===== src/rtl/cmdpb_pkg.sv =====
package cmdpb_pkg;

    localparam int NLANE = 4;

    localparam logic [15:0] TGT_BARRIER  = 16'h0041;
    localparam logic [15:0] TGT_CTRL     = 16'h0081;
    localparam logic [15:0] CTRL_PTR_OFS = 16'h0004;
    localparam logic [15:0] CTRL_RUN_OFS = 16'h0008;
    localparam logic [31:0] RUN_WORD     = 32'h0000_001D;

    // armed tags of the write lanes, lane 0 in the low slot
    localparam logic [NLANE-1:0][15:0] LANE_TGT =
        {16'h4001, 16'h1001, 16'h0801, 16'h0201};

    typedef enum logic [1:0] {
        SEL_BASE   = 2'd0,
        SEL_AMOUNT = 2'd1,
        SEL_ENABLE = 2'd2,
        SEL_STATUS = 2'd3
    } cfg_sel_e;

    typedef enum logic [1:0] {
        F_IDLE = 2'd0,
        F_REQ  = 2'd1,
        F_WAIT = 2'd2
    } fetch_st_e;

    typedef struct packed {
        logic [15:0] tgt;
        logic [31:0] val;
        logic [15:0] ofs;
    } cmd_entry_t;

endpackage


===== src/rtl/cmdpb_regs.sv =====
module cmdpb_regs
    import cmdpb_pkg::*;
#(
    parameter int ADDR_W = 32,
    parameter int CNT_W  = 8
) (
    input  logic              clk,
    input  logic              rst_n,
    input  logic              cfg_we,
    input  logic [1:0]        cfg_sel,
    input  logic [31:0]       cfg_wdata,
    input  logic              busy_i,
    input  logic              done_set_i,
    input  logic              err_set_i,
    output logic [ADDR_W-1:0] base_o,
    output logic [CNT_W-1:0]  amount_o,
    output logic              start_o,
    output logic              done_o,
    output logic              err_o
);

    typedef struct packed {
        logic [ADDR_W-1:0] base;
        logic [CNT_W-1:0]  amount;
        logic              done;
        logic              err;
    } regs_t;

    regs_t    r_d, r_q;
    cfg_sel_e sel;
    logic     clr_done, clr_err;

    always_comb begin
        r_d      = r_q;
        sel      = cfg_sel_e'(cfg_sel);
        start_o  = cfg_we && (sel == SEL_ENABLE) && cfg_wdata[0] && !busy_i;
        clr_done = cfg_we && (sel == SEL_STATUS) && cfg_wdata[0];
        clr_err  = cfg_we && (sel == SEL_STATUS) && cfg_wdata[1];
        if (cfg_we && sel == SEL_BASE)   r_d.base   = cfg_wdata[ADDR_W-1:0];
        if (cfg_we && sel == SEL_AMOUNT) r_d.amount = cfg_wdata[CNT_W-1:0];
        if (clr_done)   r_d.done = 1'b0;
        if (clr_err)    r_d.err  = 1'b0;
        if (done_set_i) r_d.done = 1'b1;
        if (err_set_i)  r_d.err  = 1'b1;
    end

    always_ff @(posedge clk or negedge rst_n) begin
        if (!rst_n) r_q <= '0;
        else        r_q <= r_d;
    end

    assign base_o   = r_q.base;
    assign amount_o = r_q.amount;
    assign done_o   = r_q.done;
    assign err_o    = r_q.err;

    // flags stay set until their clear bit is written
    a_r9_done_sticky: assert property (@(posedge clk) disable iff (!rst_n)
        (r_q.done && !(cfg_we && cfg_sel == 2'd3 && cfg_wdata[0])) |=> r_q.done);
    a_r9_err_sticky: assert property (@(posedge clk) disable iff (!rst_n)
        (r_q.err && !(cfg_we && cfg_sel == 2'd3 && cfg_wdata[1])) |=> r_q.err);

endmodule


===== src/rtl/cmdpb_fetch.sv =====
module cmdpb_fetch
    import cmdpb_pkg::*;
#(
    parameter int ADDR_W = 32,
    parameter int CNT_W  = 8
) (
    input  logic              clk,
    input  logic              rst_n,
    input  logic              start_i,
    input  logic [ADDR_W-1:0] base_i,
    input  logic [CNT_W-1:0]  amount_i,
    output logic              mem_req_valid_o,
    input  logic              mem_req_ready_i,
    output logic [ADDR_W-1:0] mem_req_addr_o,
    input  logic              mem_rsp_valid_i,
    input  logic [63:0]       mem_rsp_data_i,
    output logic              entry_valid_o,
    output cmd_entry_t        entry_o,
    output logic              entry_last_o,
    output logic              busy_o,
    output logic [CNT_W:0]    count_o
);

    localparam int ENTRY_SHIFT = 3;

    typedef struct packed {
        fetch_st_e         st;
        logic [ADDR_W-1:0] base;
        logic [CNT_W-1:0]  last;
        logic [CNT_W:0]    idx;
    } fetch_t;

    fetch_t f_d, f_q;
    logic   last_hit;

    always_comb begin
        f_d           = f_q;
        entry_valid_o = 1'b0;
        last_hit      = (f_q.idx == {1'b0, f_q.last});
        unique case (f_q.st)
            F_IDLE: begin
                if (start_i) begin
                    f_d.st   = F_REQ;
                    f_d.base = base_i;
                    f_d.last = amount_i;
                    f_d.idx  = '0;
                end
            end
            F_REQ: begin
                if (mem_req_ready_i) f_d.st = F_WAIT;
            end
            F_WAIT: begin
                if (mem_rsp_valid_i) begin
                    entry_valid_o = 1'b1;
                    f_d.idx       = f_q.idx + 1'b1;
                    f_d.st        = last_hit ? F_IDLE : F_REQ;
                end
            end
            default: f_d.st = F_IDLE;
        endcase
    end

    always_ff @(posedge clk or negedge rst_n) begin
        if (!rst_n) f_q <= '{st: F_IDLE, default: '0};
        else        f_q <= f_d;
    end

    assign mem_req_valid_o = (f_q.st == F_REQ);
    assign mem_req_addr_o  = f_q.base + (ADDR_W'(f_q.idx) << ENTRY_SHIFT);
    assign entry_o         = cmd_entry_t'(mem_rsp_data_i);
    assign entry_last_o    = last_hit;
    assign busy_o          = (f_q.st != F_IDLE);
    assign count_o         = f_q.idx;

    // a pending request is held with a steady address
    a_r5_req_hold: assert property (@(posedge clk) disable iff (!rst_n)
        (mem_req_valid_o && !mem_req_ready_i) |=> (mem_req_valid_o && $stable(mem_req_addr_o)));
    // the index never runs past amount + 1
    a_r4_idx_bound: assert property (@(posedge clk) disable iff (!rst_n)
        count_o <= ({1'b0, f_q.last} + 1'b1));
    // a non-final entry is followed by the next request
    a_r4_next_req: assert property (@(posedge clk) disable iff (!rst_n)
        (entry_valid_o && !entry_last_o) |=> mem_req_valid_o);

endmodule


===== src/rtl/cmdpb_decode.sv =====
module cmdpb_decode
    import cmdpb_pkg::*;
(
    input  logic             clk,
    input  logic             rst_n,
    input  logic             start_i,
    input  logic             entry_valid_i,
    input  cmd_entry_t       entry_i,
    input  logic             entry_last_i,
    output logic [NLANE-1:0] wr_valid_o,
    output logic [15:0]      wr_addr_o,
    output logic [31:0]      wr_data_o,
    output logic             pipe_start_o,
    output logic             chan_sel_o,
    output logic             err_set_o,
    output logic             done_set_o
);

    typedef struct packed {
        logic [NLANE-1:0] wr_valid;
        logic [15:0]      wr_addr;
        logic [31:0]      wr_data;
        logic             pipe_start;
        logic             err_set;
        logic             done_set;
        logic             chan;
        logic             auto_flip;
        logic             barrier_seen;
    } dec_t;

    dec_t             s_d, s_q;
    logic [NLANE-1:0] lane_hit;
    logic             armed, is_ctrl, trig_ok;

    for (genvar i = 0; i < NLANE; i++) begin : g_lane
        assign lane_hit[i] = (entry_i.tgt == LANE_TGT[i]);
    end

    always_comb begin
        s_d            = s_q;
        s_d.wr_valid   = '0;
        s_d.pipe_start = 1'b0;
        s_d.err_set    = 1'b0;
        s_d.done_set   = 1'b0;
        armed          = entry_i.tgt[0];
        is_ctrl        = (entry_i.tgt == TGT_CTRL);
        trig_ok        = is_ctrl && (entry_i.ofs == CTRL_RUN_OFS) &&
                         (entry_i.val == RUN_WORD) && s_q.barrier_seen && entry_last_i;
        if (start_i) s_d.barrier_seen = 1'b0;
        if (entry_valid_i) begin
            s_d.barrier_seen = 1'b0;
            s_d.done_set     = entry_last_i;
            if (!armed) begin
                // skipped entry: counted upstream, no effect here
            end else if (|lane_hit) begin
                s_d.wr_valid = lane_hit;
                s_d.wr_addr  = entry_i.ofs;
                s_d.wr_data  = entry_i.val;
            end else if (entry_i.tgt == TGT_BARRIER) begin
                s_d.barrier_seen = 1'b1;
            end else if (is_ctrl && entry_i.ofs == CTRL_PTR_OFS) begin
                s_d.chan      = entry_i.val[0];
                s_d.auto_flip = entry_i.val[1];
            end else if (trig_ok) begin
                s_d.pipe_start = 1'b1;
                if (s_q.auto_flip) s_d.chan = ~s_q.chan;
            end else begin
                s_d.err_set = 1'b1;
            end
            if (entry_last_i && !trig_ok) s_d.err_set = 1'b1;
        end
    end

    always_ff @(posedge clk or negedge rst_n) begin
        if (!rst_n) s_q <= '0;
        else        s_q <= s_d;
    end

    assign wr_valid_o   = s_q.wr_valid;
    assign wr_addr_o    = s_q.wr_addr;
    assign wr_data_o    = s_q.wr_data;
    assign pipe_start_o = s_q.pipe_start;
    assign chan_sel_o   = s_q.chan;
    assign err_set_o    = s_q.err_set;
    assign done_set_o   = s_q.done_set;

    // never more than one lane strobe
    a_r11_one_lane: assert property (@(posedge clk) disable iff (!rst_n)
        $onehot0(wr_valid_o));
    // a write only follows an accepted entry
    a_r1_write_source: assert property (@(posedge clk) disable iff (!rst_n)
        (|wr_valid_o) |-> $past(entry_valid_i));
    // the start pulse belongs to the final entry
    a_r6_start_is_last: assert property (@(posedge clk) disable iff (!rst_n)
        pipe_start_o |-> done_set_o);
    // a granted start never comes with an error
    a_r7_start_clean: assert property (@(posedge clk) disable iff (!rst_n)
        pipe_start_o |-> !err_set_o);

endmodule


===== src/rtl/cmdpb_top.sv =====
module cmdpb_top
    import cmdpb_pkg::*;
#(
    parameter int ADDR_W = 32,
    parameter int CNT_W  = 8
) (
    input  logic              clk,
    input  logic              rst_n,
    input  logic              cfg_we,
    input  logic [1:0]        cfg_sel,
    input  logic [31:0]       cfg_wdata,
    output logic              mem_req_valid,
    input  logic              mem_req_ready,
    output logic [ADDR_W-1:0] mem_req_addr,
    input  logic              mem_rsp_valid,
    input  logic [63:0]       mem_rsp_data,
    output logic [NLANE-1:0]  wr_valid,
    output logic [15:0]       wr_addr,
    output logic [31:0]       wr_data,
    output logic              pipe_start,
    output logic              chan_sel,
    output logic              stat_busy,
    output logic [CNT_W:0]    stat_count,
    output logic              done_irq,
    output logic              err_irq
);

    logic [ADDR_W-1:0] base;
    logic [CNT_W-1:0]  amount;
    logic              start, done_set, err_set;
    logic              entry_valid, entry_last;
    cmd_entry_t        entry;

    cmdpb_regs #(.ADDR_W(ADDR_W), .CNT_W(CNT_W)) u_regs (
        .clk        (clk),
        .rst_n      (rst_n),
        .cfg_we     (cfg_we),
        .cfg_sel    (cfg_sel),
        .cfg_wdata  (cfg_wdata),
        .busy_i     (stat_busy),
        .done_set_i (done_set),
        .err_set_i  (err_set),
        .base_o     (base),
        .amount_o   (amount),
        .start_o    (start),
        .done_o     (done_irq),
        .err_o      (err_irq)
    );

    cmdpb_fetch #(.ADDR_W(ADDR_W), .CNT_W(CNT_W)) u_fetch (
        .clk             (clk),
        .rst_n           (rst_n),
        .start_i         (start),
        .base_i          (base),
        .amount_i        (amount),
        .mem_req_valid_o (mem_req_valid),
        .mem_req_ready_i (mem_req_ready),
        .mem_req_addr_o  (mem_req_addr),
        .mem_rsp_valid_i (mem_rsp_valid),
        .mem_rsp_data_i  (mem_rsp_data),
        .entry_valid_o   (entry_valid),
        .entry_o         (entry),
        .entry_last_o    (entry_last),
        .busy_o          (stat_busy),
        .count_o         (stat_count)
    );

    cmdpb_decode u_decode (
        .clk           (clk),
        .rst_n         (rst_n),
        .start_i       (start),
        .entry_valid_i (entry_valid),
        .entry_i       (entry),
        .entry_last_i  (entry_last),
        .wr_valid_o    (wr_valid),
        .wr_addr_o     (wr_addr),
        .wr_data_o     (wr_data),
        .pipe_start_o  (pipe_start),
        .chan_sel_o    (chan_sel),
        .err_set_o     (err_set),
        .done_set_o    (done_set)
    );

endmodule


===== config.mk =====
export PLATFORM = sky130hd
export DESIGN_NAME = cmdpb_top
export DESIGN_NICKNAME = d
export VERILOG_FILES = /design/src/rtl/cmdpb_pkg.sv /design/src/rtl/cmdpb_regs.sv /design/src/rtl/cmdpb_fetch.sv /design/src/rtl/cmdpb_decode.sv /design/src/rtl/cmdpb_top.sv
export SDC_FILE = /design/constraint.sdc
export NUM_CORES = 1
export LEC_CHECK = 0
export BUFFER_PORTS_ARGS = -buffer_cell sky130_fd_sc_hd__buf_4
export CAP_MARGIN = 20
export CORE_ASPECT_RATIO = 0.6
export CORE_MARGIN = 2
export CORE_UTILIZATION = 55
export CTS_BUF_LIST = sky130_fd_sc_hd__clkbuf_2 sky130_fd_sc_hd__clkbuf_4 sky130_fd_sc_hd__clkbuf_8
export DETAILED_ROUTE_END_ITERATION = 8
export PLACE_DENSITY = 0.83
export REMOVE_ABC_BUFFERS = 1
export SYNTH_ARGS = -nofsm -noshare
export SYNTH_HDL_FRONTEND = slang
export SYNTH_SLANG_ARGS = --single-unit

===== constraint.sdc =====
create_clock -name clk -period 3.1 [get_ports clk]
set_input_delay 0.62 -clock clk [delete_from_list [all_inputs] [get_ports clk]]
set_output_delay 0.62 -clock clk [all_outputs]
set_load 0.05 [all_outputs]

==> results by group <==
Synth
  • Dominant cell type by area after synthesis: dfrtp_1
  • Post-Syn Area: roughly 7500 um^2
  • FFs w/ async S/R, synth: 100%
  • Count leader, synth: dfrtp_1
  • Syn_area_per_cell: approximately 11 um^2
  • Yosys warning count: 0
  • Mapped Cells: just under 700
  • Top cells by count, synth: 151 x dfrtp_1, 140 x nand2_1, 69 x mux2_2
  • Register bit total from synthesis: between 150 and 200
  • Synth cell types: 61
  • Main synth FF type: dfrtp_1
  • Synth top area cells: dfrtp_1 50%, mux2_2 10%, nand2_1 7.0%
  • Yosys top cell area share: 50.3%
  • Seq/Total Area, Yosys: about half
  • EDFF count, synth: 0

CTS
  • H-Tree Level Count: 4
  • CTS tree: yes
  • Clk buf depth: 2
  • CTS sink count: around 150
  • Clock Latency Late Sink: between 400 and 500 ps
  • Clk slew on worst S/H paths: 90 ps
  • CTS root buf: clkbuf_8
  • CTS buffer count: 17

Pwr
  • Sw Ratio: 43.7%
  • Switch Pwr: around 3.3 mW
  • Seq pwr share: between 30% and 40%
  • Clock power frac: between 20% and 30%
  • Internal: roughly 4.2 mW
  • Power share of the combinational group: roughly 42%
  • VDD IR max: around 390 uV
  • Cell Pwr Density: approximately 770 nW/um^2
  • Leakage Power: roughly 4.8 nW

Global routing
  • Number of global-route vias before repair: 5847
  • First-pass GRT wire length: approximately 30 mm
  • Total global routing overflow: 0
  • Largest net degree at the start of global routing: between 50 and 60
  • Initial antenna violation count: 0
  • Total track usage: roughly 27%

Placed design
  • GPL Wtd Cong: around 0.9
  • HPWL after DPL: about 14 mm
  • Dpl ws: -143 ps
  • Placed cells: 983
  • PortBufs: around 200

Timing
  • Final worst slack: -240 ps
  • Final Hold Viols: 0
  • RSZ-0062 raised after global routing: true
  • Worst-Margin Slew: between 500 and 600 ps
  • Worst Skew: around 16 ps
  • Fmax: around 0.3 GHz
  • Endpoints failing setup: 22
  • Final min period: 3340 ps
  • Slew Viols, Final: 0
  • Final period utilization: 108%
  • Normalized max-slew margin: ~65%

Die
  • Die Span Y: 94.5 um
  • Die W: around 150 um
  • Core area: 13500 um^2
  • Initial cell density of the core: a little under three fifths
  • Row count: 33
  • Top Ports: roughly 200
  • Die area: between 10000 and 15000 um^2

Run
  • # Max-Cap Violations: 0

Finish
  • Layout Cells excl Fill: 1034
  • P&R area growth vs syn: 29.0%
  • Layout cells sized above 1: a little under 50%
  • Final nets: 960
  • Inserted Diodes: 0
  • Fill cell count: 860

Critical path
  • CP arrival: ~2700 ps
  • Crit-path cells: ha_4, o21ai_1, o211ai_1, a311oi_2, buf_4, nor2_4, nand3_1, xnor2_2, buf_6
  • CP max stage delay: 440 ps
  • CP max-delay cell: dfrtp_1
  • Startpoint types: flop
  • R2r startpoint: u_fetch.count_o[0]
  • R2r worst-path depth: 8
  • Critical Path Fanout Max: 7
  • Kind of end point of the critical path: primary output
  • Req. time, crit path: ~2500 ps
  • Critical path start-end classification: flop to primary output
  • Critical R2R Capture: u_decode.chan_sel_o
  • Flop2flop setup slack: about 800 ps

Route
  • Wire per inst: about 20 um
  • Initial drt markers: 448
  • DR vias/cell: between 5 and 6
  • Post-route ant nets: 0
  • Residual DRC: 0
  • Vias: a little under 6000
  • WL final: 20.7 mm
  • Pre-antenna DRT Iters: 8

Status
  • Outcome: finished with violations
  • Failing checks: setup timing

Hold path
  • Type of the most critical hold path: input port to asynchronous set/reset pin
## stage by stage
stage               instance area, um^2  util (%)  hold slack [ps]  TNS (ps)  total power [mW]
global route                       9680      71.7              140     -4970              7.76
floorplan                          6900         -              324    -34840              4.54
CTS                                9380      69.5              115     -1660              7.14
global placement                   8790      65.1              412         0              5.39
finish                             9680      71.7              114     -3400              7.46
detailed placement                 8790      65.1              420      -523              5.50
## placed cells by master, fill, tap and decap left out, types with 5 or more instances in the layout
master / n
nor4_1: 7
dfrtp_1: 148
inv_1: 5
ha_4: 6
mux2_2: 69
nor2_1: 26
nand2_2: 5
xor2_1: 13
inv_6: 6
xnor2_2: 9
nand4_1: 16
nand3_1: 6
mux2_4: 18
xnor2_1: 18
nor2_4: 5
and3_1: 6
a21o_1: 5
buf_6: 14
nand2_1: 136
clkbuf_8: 18
o21ai_0: 7
buf_4: 222
## sequential cells by signal (all words and copies together), names as in the netlist
signal                 cells
u_decode.wr_data_o        32
u_fetch.count_o            9
u_decode.chan_sel_o        1
u_regs.base_o             32
u_decode.done_set_o        1
u_regs.done_o              1
u_decode.s_q               2
u_decode.err_set_o         1
u_decode.wr_valid_o        4
u_decode.pipe_start_o      1
u_decode.wr_addr_o        16
u_regs.err_o               1
u_regs.amount_o            8
u_fetch.f_q               42
## worst max-delay path: cells and delay by family (launching register included)
kind	cells	cell delay (ps)
AOI/OAI and AO/OA	3	560
buffers and inverters	2	370
adders and majority gates	1	310
DFF	1	440
xor gates and xnor gates	1	190
and+or+nand+nor	2	400
## metal layers
metal / wire (um) / track usage, %
met1: 8650 / 35.2
met2: 10200 / 44.8
met3: 1180 / 4.86
met4: 653 / 10.7
met5: 0 / 0
## timing repair
action | 4_1_cts | 5_1_grt
buffers inserted | 6 | 13
pin swaps | 17 | 21
gates resized for setup | 31 | 41
setup endpoints to repair | 23 | 22
hold buffers | 0 | 0
## worst max-delay path by stage
stage | start | endpoint | slack (ps) | depth (start not counted)
2_1_floorplan | u_fetch.count_o[0] | mem_req_addr[13] | -620 | 8
3_3_place_gp | u_fetch.count_o[0] | mem_req_addr[15] | 130 | 9
3_5_place_dp | u_fetch.count_o[1] | mem_req_addr[18] | -140 | 8
4_1_cts | u_fetch.f_q[20] | mem_req_addr[13] | -140 | 9
5_1_grt | u_fetch.f_q[20] | mem_req_addr[15] | -390 | 9
6_report | u_fetch.f_q[23] | mem_req_addr[18] | -240 | 9
## power groups by stage
stage	clock, mW	sequential, mW	combinational (mW)
floorplan	0	2.84	1.70
global placement	0	2.73	2.66
detailed placement	0	2.76	2.74
CTS	1.52	2.76	2.86
global route	1.61	2.86	3.29
finish	1.50	2.82	3.15
## cell type report
cell class / count / area, um^2 / share of cell area (%)
multi-input combinational: 433 / 3430 / 35.4
clock inverter: 14 / 138 / 1.42
tap: 175 / 219 / 2.26
clock buffer: 18 / 248 / 2.56
sequential: 151 / 3780 / 39.1
inverter: 6 / 22.5 / 0.233
timing repair buffer: 237 / 1840 / 19.0
## cell families after synthesis
logic type / count (synthesis) / synth area share [%]
compound gates: 45 / 4.18
flops: 151 / 50.3
simple gates: 247 / 16.1
fa+ha+maj: 11 / 1.93
buf+inv: 90 / 8.43
xor+xnor: 40 / 4.67
mux: 90 / 14.4
Note: power is estimated with default switching activity, not from simulation.
